--- config.mk ---
export PLATFORM = sky130hd
export DESIGN_NAME = dmac_chan_regs
export DESIGN_NICKNAME = d
export VERILOG_FILES = /design/src/rtl/dmac_regs_pkg.sv /design/src/rtl/dmac_reg_decode.sv /design/src/rtl/dmac_status_reg.sv /design/src/rtl/dmac_cond_unit.sv /design/src/rtl/dmac_chan_regs.sv
export SDC_FILE = /design/constraint.sdc
export NUM_CORES = 1
export LEC_CHECK = 0
export ABC_AREA = 1
export BUFFER_PORTS_ARGS = -buffer_cell sky130_fd_sc_hd__clkbuf_2
export CORE_ASPECT_RATIO = 0.5
export CORE_MARGIN = 4
export CORE_UTILIZATION = 35
export DETAILED_ROUTE_END_ITERATION = 12
export GPL_TIMING_DRIVEN = 0
export SYNTH_ARGS = -nofsm -noshare
export SYNTH_HDL_FRONTEND = slang
export SYNTH_SLANG_ARGS = --single-unit
--- constraint.sdc ---
create_clock -name clk_i -period 2.59 [get_ports clk_i]
set_clock_uncertainty 0.15 [all_clocks]
set_input_delay 0.259 -clock clk_i [delete_from_list [all_inputs] [get_ports clk_i]]
set_output_delay 0.259 -clock clk_i [all_outputs]
set_load 0.02 [all_outputs]
--- src/rtl/dmac_regs_pkg.sv ---
package dmac_regs_pkg;
  localparam int unsigned WORD_W   = 32;
  localparam int unsigned NUM_COND = 3;

  typedef enum logic [2:0] {
    REG_CTRL = 3'd0,
    REG_STAT = 3'd1,
    REG_PTRH = 3'd2,
    REG_PTR  = 3'd3,
    REG_ISEL = 3'd4,
    REG_BSEL = 3'd5,
    REG_WSEL = 3'd6,
    REG_NONE = 3'd7
  } reg_id_e;

  typedef enum logic [1:0] {
    TAKE_NEVER    = 2'b00,
    TAKE_IF_TRUE  = 2'b01,
    TAKE_IF_FALSE = 2'b10,
    TAKE_ALWAYS   = 2'b11
  } take_e;

  // index 0 interrupt, 1 branch, 2 wait
  localparam reg_id_e SEL_ID [NUM_COND] = '{REG_ISEL, REG_BSEL, REG_WSEL};
  localparam int unsigned SEL_MASK_LSB = 16;
  localparam int unsigned SEL_VAL_LSB  = 0;
endpackage

--- src/rtl/dmac_reg_decode.sv ---
module dmac_reg_decode
  import dmac_regs_pkg::*;
#(
  parameter int unsigned ADDR_W = 8
) (
  input  logic [ADDR_W-1:0] addr_i,
  output reg_id_e           id_o
);
  localparam int unsigned IDX_W = ADDR_W - 2;

  logic [IDX_W-1:0] idx;
  assign idx = addr_i[ADDR_W-1:2];

  always_comb begin
    id_o = REG_NONE;
    if (addr_i[1:0] == 2'b00 && idx < IDX_W'(REG_NONE))
      id_o = reg_id_e'(idx[2:0]);
  end
endmodule

--- src/rtl/dmac_status_reg.sv ---
module dmac_status_reg #(
  parameter int unsigned STAT_W = 16,
  parameter int unsigned DEV_W  = 8
) (
  input  logic                clk_i,
  input  logic                rst_ni,
  input  logic                ctl_we_i,
  input  logic [2*STAT_W-1:0] ctl_data_i,
  input  logic                dev_we_i,
  input  logic [DEV_W-1:0]    dev_data_i,
  output logic [STAT_W-1:0]   status_o
);
  logic [STAT_W-1:0] status_q, wmask, wval;

  assign wmask = ctl_data_i[2*STAT_W-1:STAT_W];
  assign wval  = ctl_data_i[STAT_W-1:0];

  always_ff @(posedge clk_i or negedge rst_ni) begin
    if (!rst_ni)        status_q <= '0;
    else if (ctl_we_i)  status_q <= (status_q & ~wmask) | (wval & wmask);
    else if (dev_we_i)  status_q[DEV_W-1:0] <= dev_data_i;
  end

  assign status_o = status_q;


  masked_keep_chk: assert property (@(posedge clk_i) disable iff (!rst_ni)
    ctl_we_i |=> ((status_q ^ $past(status_q)) & ~$past(wmask)) == '0);

  ctl_wins_chk: assert property (@(posedge clk_i) disable iff (!rst_ni)
    (ctl_we_i && dev_we_i && wmask == '0) |=> $stable(status_q));

  dev_upper_keep_chk: assert property (@(posedge clk_i) disable iff (!rst_ni)
    (dev_we_i && !ctl_we_i) |=> $stable(status_q[STAT_W-1:DEV_W]));
endmodule

--- src/rtl/dmac_cond_unit.sv ---
module dmac_cond_unit
  import dmac_regs_pkg::*;
#(
  parameter int unsigned DEV_W = 8
) (
  input  logic              clk_i,
  input  logic              rst_ni,
  input  logic              we_i,
  input  logic [DEV_W-1:0]  mask_i,
  input  logic [DEV_W-1:0]  val_i,
  input  logic [DEV_W-1:0]  dev_bits_i,
  input  logic [1:0]        field_i,
  output logic [WORD_W-1:0] image_o,
  output logic              cond_o,
  output logic              take_o
);
  logic [DEV_W-1:0] mask_q, val_q;

  always_ff @(posedge clk_i or negedge rst_ni) begin
    if (!rst_ni) begin
      mask_q <= '0;
      val_q  <= '0;
    end else if (we_i) begin
      mask_q <= mask_i;
      val_q  <= val_i;
    end
  end

  always_comb begin
    image_o = '0;
    image_o[SEL_MASK_LSB +: DEV_W] = mask_q;
    image_o[SEL_VAL_LSB  +: DEV_W] = val_q;
  end

  assign cond_o = ((dev_bits_i & mask_q) == val_q);
  // bit0 qualifies on true, bit1 on false
  assign take_o = (field_i[0] & cond_o) | (field_i[1] & ~cond_o);


  never_take_chk: assert property (@(posedge clk_i) disable iff (!rst_ni)
    (field_i == TAKE_NEVER) |-> !take_o);

  always_take_chk: assert property (@(posedge clk_i) disable iff (!rst_ni)
    (field_i == TAKE_ALWAYS) |-> take_o);

  follow_cond_chk: assert property (@(posedge clk_i) disable iff (!rst_ni)
    (field_i == TAKE_IF_FALSE) |-> (take_o != cond_o));

  sel_load_chk: assert property (@(posedge clk_i) disable iff (!rst_ni)
    we_i |=> image_o[SEL_MASK_LSB +: DEV_W] == $past(mask_i));
endmodule

--- src/rtl/dmac_chan_regs.sv ---
module dmac_chan_regs
  import dmac_regs_pkg::*;
#(
  parameter int unsigned ADDR_W = 8,
  parameter int unsigned STAT_W = 16,
  parameter int unsigned DEV_W  = 8
) (
  input  logic              clk_i,
  input  logic              rst_ni,
  input  logic [ADDR_W-1:0] reg_addr_i,
  input  logic              reg_we_i,
  input  logic [31:0]       reg_wdata_i,
  output logic [31:0]       reg_rdata_o,
  input  logic              dev_we_i,
  input  logic [DEV_W-1:0]  dev_status_i,
  input  logic [1:0]        desc_intr_i,
  input  logic [1:0]        desc_branch_i,
  input  logic [1:0]        desc_wait_i,
  output logic [STAT_W-1:0] status_o,
  output logic [31:0]       cmd_ptr_hi_o,
  output logic [31:0]       cmd_ptr_o,
  output logic              cond_intr_o,
  output logic              cond_branch_o,
  output logic              cond_wait_o,
  output logic              do_interrupt_o,
  output logic              do_branch_o,
  output logic              do_wait_o
);
  localparam int unsigned PAD_W = WORD_W - STAT_W;

  reg_id_e           reg_id;
  logic [31:0]       ptr_hi_q, ptr_q;
  logic [STAT_W-1:0] status;
  logic [1:0]        field [NUM_COND];
  logic [NUM_COND-1:0] cond, take;
  logic [31:0]       sel_img [NUM_COND];

  dmac_reg_decode #(.ADDR_W(ADDR_W)) u_dec (
    .addr_i (reg_addr_i),
    .id_o   (reg_id)
  );

  dmac_status_reg #(.STAT_W(STAT_W), .DEV_W(DEV_W)) u_stat (
    .clk_i      (clk_i),
    .rst_ni     (rst_ni),
    .ctl_we_i   (reg_we_i && reg_id == REG_CTRL),
    .ctl_data_i (reg_wdata_i[2*STAT_W-1:0]),
    .dev_we_i   (dev_we_i),
    .dev_data_i (dev_status_i),
    .status_o   (status)
  );

  always_ff @(posedge clk_i or negedge rst_ni) begin
    if (!rst_ni) begin
      ptr_hi_q <= '0;
      ptr_q    <= '0;
    end else if (reg_we_i) begin
      if (reg_id == REG_PTRH) ptr_hi_q <= reg_wdata_i;
      if (reg_id == REG_PTR)  ptr_q    <= reg_wdata_i;
    end
  end

  assign field[0] = desc_intr_i;
  assign field[1] = desc_branch_i;
  assign field[2] = desc_wait_i;

  for (genvar g = 0; g < NUM_COND; g++) begin : g_sel
    dmac_cond_unit #(.DEV_W(DEV_W)) u_cond (
      .clk_i      (clk_i),
      .rst_ni     (rst_ni),
      .we_i       (reg_we_i && reg_id == SEL_ID[g]),
      .mask_i     (reg_wdata_i[SEL_MASK_LSB +: DEV_W]),
      .val_i      (reg_wdata_i[SEL_VAL_LSB +: DEV_W]),
      .dev_bits_i (status[DEV_W-1:0]),
      .field_i    (field[g]),
      .image_o    (sel_img[g]),
      .cond_o     (cond[g]),
      .take_o     (take[g])
    );
  end

  always_comb begin
    unique case (reg_id)
      REG_STAT: reg_rdata_o = {{PAD_W{1'b0}}, status};
      REG_PTRH: reg_rdata_o = ptr_hi_q;
      REG_PTR:  reg_rdata_o = ptr_q;
      REG_ISEL: reg_rdata_o = sel_img[0];
      REG_BSEL: reg_rdata_o = sel_img[1];
      REG_WSEL: reg_rdata_o = sel_img[2];
      default:  reg_rdata_o = '0;
    endcase
  end

  assign status_o       = status;
  assign cmd_ptr_hi_o   = ptr_hi_q;
  assign cmd_ptr_o      = ptr_q;
  assign cond_intr_o    = cond[0];
  assign cond_branch_o  = cond[1];
  assign cond_wait_o    = cond[2];
  assign do_interrupt_o = take[0];
  assign do_branch_o    = take[1];
  assign do_wait_o      = take[2];


  ctrl_read_zero_chk: assert property (@(posedge clk_i) disable iff (!rst_ni)
    (reg_addr_i == '0) |-> (reg_rdata_o == '0));

  stat_write_ignored_chk: assert property (@(posedge clk_i) disable iff (!rst_ni)
    (reg_we_i && reg_addr_i == ADDR_W'(4) && !dev_we_i) |=> $stable(status_o));

  ptr_load_chk: assert property (@(posedge clk_i) disable iff (!rst_ni)
    (reg_we_i && reg_addr_i == ADDR_W'(12)) |=> (cmd_ptr_o == $past(reg_wdata_i)));
endmodule

==> impl_metrics.csv <==
group,metric,value,unit
final_layout,area_growth_syn_to_layout,29.7,%
global_routing,globalRoute.totalOverflow,0,
yosys,synth_area,6600,um2
timing,smallest_hold_slack,0.0195,ns
yosys,ys_ff_latch,128,
critical_path,worstPathMaxFanout,10,
placed_design,pre_cts_slack,-0.00433,ns
timing,slew-limit-headroom,0.473,
timing,finalWorstSetupSlack,0.0932,ns
drt,post_drt_wl_per_cell,18.2,um
clock_network,clock-sinks,128,
placed_design,placement_cell_area,7820,um2
clock_network,tritoncts.num_buffers,17,
drt,vias_per_cell,5.03,
clock_network,htree_levels,4,
clock_network,cts.root.buffer_cell,"sky130_fd_sc_hd__clkbuf_16",
final_layout,final_nets,1125,
drt,remaining_drc_errors,0,
power,power,5090,uW
yosys,post-synth-top-count-cell,"sky130_fd_sc_hd__nand2_1",
clock_network,tritoncts,"built",
run_status,outcome,"finished, final reports clean",
timing,max_freq,401,MHz
yosys,post_synthesis_xor_xnor_area_fraction,0.0252,
critical_path,crit_path_cell_trace,"clkbuf_2 -> nor2_4 -> nand2_1 -> nor2_4 -> buf_6 -> nand4_1 -> inv_2 -> buf_2 -> a21oi_1 -> nand2_1 -> clkbuf_2",
timing,tightest_slew,0.788,ns
final_layout,finalCoreUtilization,0.464,
floorplan,die_height,105,um
floorplan,io_pins,176,
global_routing,wire_length_of_the_first_global_routing_pass,37300,um
critical_path,critical_path_class,"in2out",
timing,min_period_over_period,0.964,
yosys,synth.top_cell.area_share,0.485,
yosys,synth_edf_count,0,
critical_path,timing.critical_path.from_type,"input port",
global_routing,gr-usage-all-layers,0.227,
final_layout,final_cell_area,8560,um2
placed_design,port_buffer_count,171,
critical_path,worstSetupEndpointType,"primary output",
global_routing,grt_antenna_before_repair,0,
yosys,synth-simple-area-share,0.271,
final_layout,diodes,0,
floorplan,placeable_core_region,18400,um2
yosys,area_fraction_in_compound_gates_after_synthesis,0.137,
yosys,predominant_post_synthesis_flop_cell,"sky130_fd_sc_hd__dfrtp_1",
critical_path,worst-path-buf-inv,5,
timing,max_transition_viols_final,0,
clock_network,clock_latency,0.41,ns
clock_network,clkSlewWorstSetupHoldPaths,0.06,ns
timing,rsz0062_at_grt,"no",
yosys,synth.area.top_cells,"sky130_fd_sc_hd__dfrtp_1, sky130_fd_sc_hd__nand2_1, sky130_fd_sc_hd__o21ai_1",
critical_path,worst_path_max_delay_cell,"sky130_fd_sc_hd__buf_2",
yosys,main_combinational_cell_family_by_area_after_synthesis,"simple AND/OR/NAND/NOR gates",
drt,totalWireLength,24400,um
yosys,synth_common_cells,"sky130_fd_sc_hd__nand2_1, sky130_fd_sc_hd__dfrtp_1, sky130_fd_sc_hd__o21ai_1",
yosys,postSynthNetCount,916,
global_routing,grt_max_degree,94,
yosys,yosys.area.top_type,"sky130_fd_sc_hd__dfrtp_1",
timing,finalCriticalPeriod,2.50,ns
critical_path,crit_family,"buffers and inverters",
drt,via_count,6739,
floorplan,core.rowCount,35,
placed_design,final_weighted_congestion_of_routability_driven_global_placement,0.920,
yosys,synth_adder_area_share,0,
yosys,synth_area_per_cell,7.69,um2
global_routing,vias_in_the_first_global_route,6383,
floorplan,initial_cell_density_of_the_core,0.358,
drt,antenna_left,0,
placed_design,post-dp-hpwl,18100,um
min_path,class_of_the_tightest_hold_or_removal_check,"in2reg",
floorplan,dieArea,21200,um2
yosys,ys_types,32,
floorplan,floorplan.die.width,202,um
critical_path,cp_data_required_time,2.18,ns
final_layout,layout.filler_cells,1886,
power,irDropWorstVdd,0.374,mV
yosys,ys_warn_count,0,
drt,detail_route.first_pass.iterations,5,
power,p_per_area,595,nW/um2
yosys,synthesis.instances,858,
critical_path,worstPathArrival,2.09,ns
yosys,post_synth_mux_area_share,0,
job,drv_cap,0,
timing,setup_violations,0,
final_layout,post_route_cells_drive_above_1_share,0.238,
timing,hold_viol,0,
drt,first_iter_violations,522,
power,power.leakage,0.00441,uW
yosys,synth-seq-area-share,0.485,
clock_network,max-clock-path-buffers,2,
yosys,postSynth.asyncResetShare,1.00,
critical_path,cpPeakStageDelay,0.35,ns
==> final cells by class <==
cell class	count	area (um2)	share of cell area
inverter	88	332	0.0387
timing repair buffer	190	1070	0.125
tap	259	324	0.0379
clock buffer	18	429	0.0501
multi-input combinational	607	2870	0.335
sequential	128	3200	0.374
buffer	35	204	0.0238
clock inverter	14	130	0.0152
==> per-layer routing <==
layer,vias to the layer above,routed length [um],GRT usage
li1,3151,-,-
met1,3217,10700,0.321
met2,329,11000,0.350
met3,42,2190,0.0493
met4,0,517,0.0707
met5,-,0,0
==> worst register-to-register path, cell delays in order, from the launching register on <==
cell and delay, ns:
sky130_fd_sc_hd__dfrtp_1 0.40, sky130_fd_sc_hd__nand2_1 0.08, sky130_fd_sc_hd__o21ai_1 0.06, sky130_fd_sc_hd__dlygate4sd3_1 0.55
==> worst paths after layout <==
check | startpoint | end | slack, ns | cells after the start
min | dev_status_i[0] | flip-flop | 0.02 | 5
min in group asynchronous | rst_ni | g_sel[1].u_cond.val_q[4] | 0.16 | 2
max in group asynchronous | rst_ni | cmd_ptr_o[15] | 1.34 | 3
min reg2reg | g_sel[0].u_cond.val_q[4] | g_sel[0].u_cond.val_q[4] | 0.35 | 2
max reg2reg | flip-flop | flip-flop | 1.23 | 3
max | reg_addr_i[1] | reg_rdata_o[20] | 0.09 | 11
==> repair_timing <==
| item | CTS | global route |
|---|---|---|
| setup buffers | 0 | 0 |
| endpoints found under the setup margin | 1 | 0 |
| hold buffers | 18 | 0 |
| hold endpoints to repair | 75 | 0 |
| resized for setup | 1 | 0 |
==> cell usage in the layout (no fill, tap or decap), types with 18 or more instances in the layout <==
master                          Yosys  final
sky130_fd_sc_hd__xor2_1            19     19
sky130_fd_sc_hd__dfrtp_1          128    128
sky130_fd_sc_hd__nor2_1            53     53
sky130_fd_sc_hd__dlygate4sd3_1      0     18
sky130_fd_sc_hd__o21ai_0           39     39
sky130_fd_sc_hd__nand3_1           29     29
sky130_fd_sc_hd__inv_1             84     84
sky130_fd_sc_hd__nand2_1          302    302
sky130_fd_sc_hd__buf_2             22     22
sky130_fd_sc_hd__o21ai_1           89     89
sky130_fd_sc_hd__clkbuf_2           0    170
==> per-stage QoR <==
step           cells  TNS (ns)
6_report        1339         0
3_3_place_gp    1288   -125.24
5_1_grt         1339         0
4_1_cts         1339         0
3_5_place_dp    1289  -0.00433
2_1_floorplan    858         0
==> cell families after synthesis <==
kind of cell / count (synthesis)
buffers and inverters: 123
xor gates and xnor gates: 19
AOI/OAI and AO/OA: 167
and+or+nand+nor: 421
DFF: 128
==> power breakdown <==
group          switching [uW]  internal (uW)  leakage, uW
logic                     402            202      0.00239
registers                 105           2090      0.00176
clock network             960           1330     0.000272
total                    1470           3630      0.00441
Note: power is estimated with default switching activity, not from simulation.
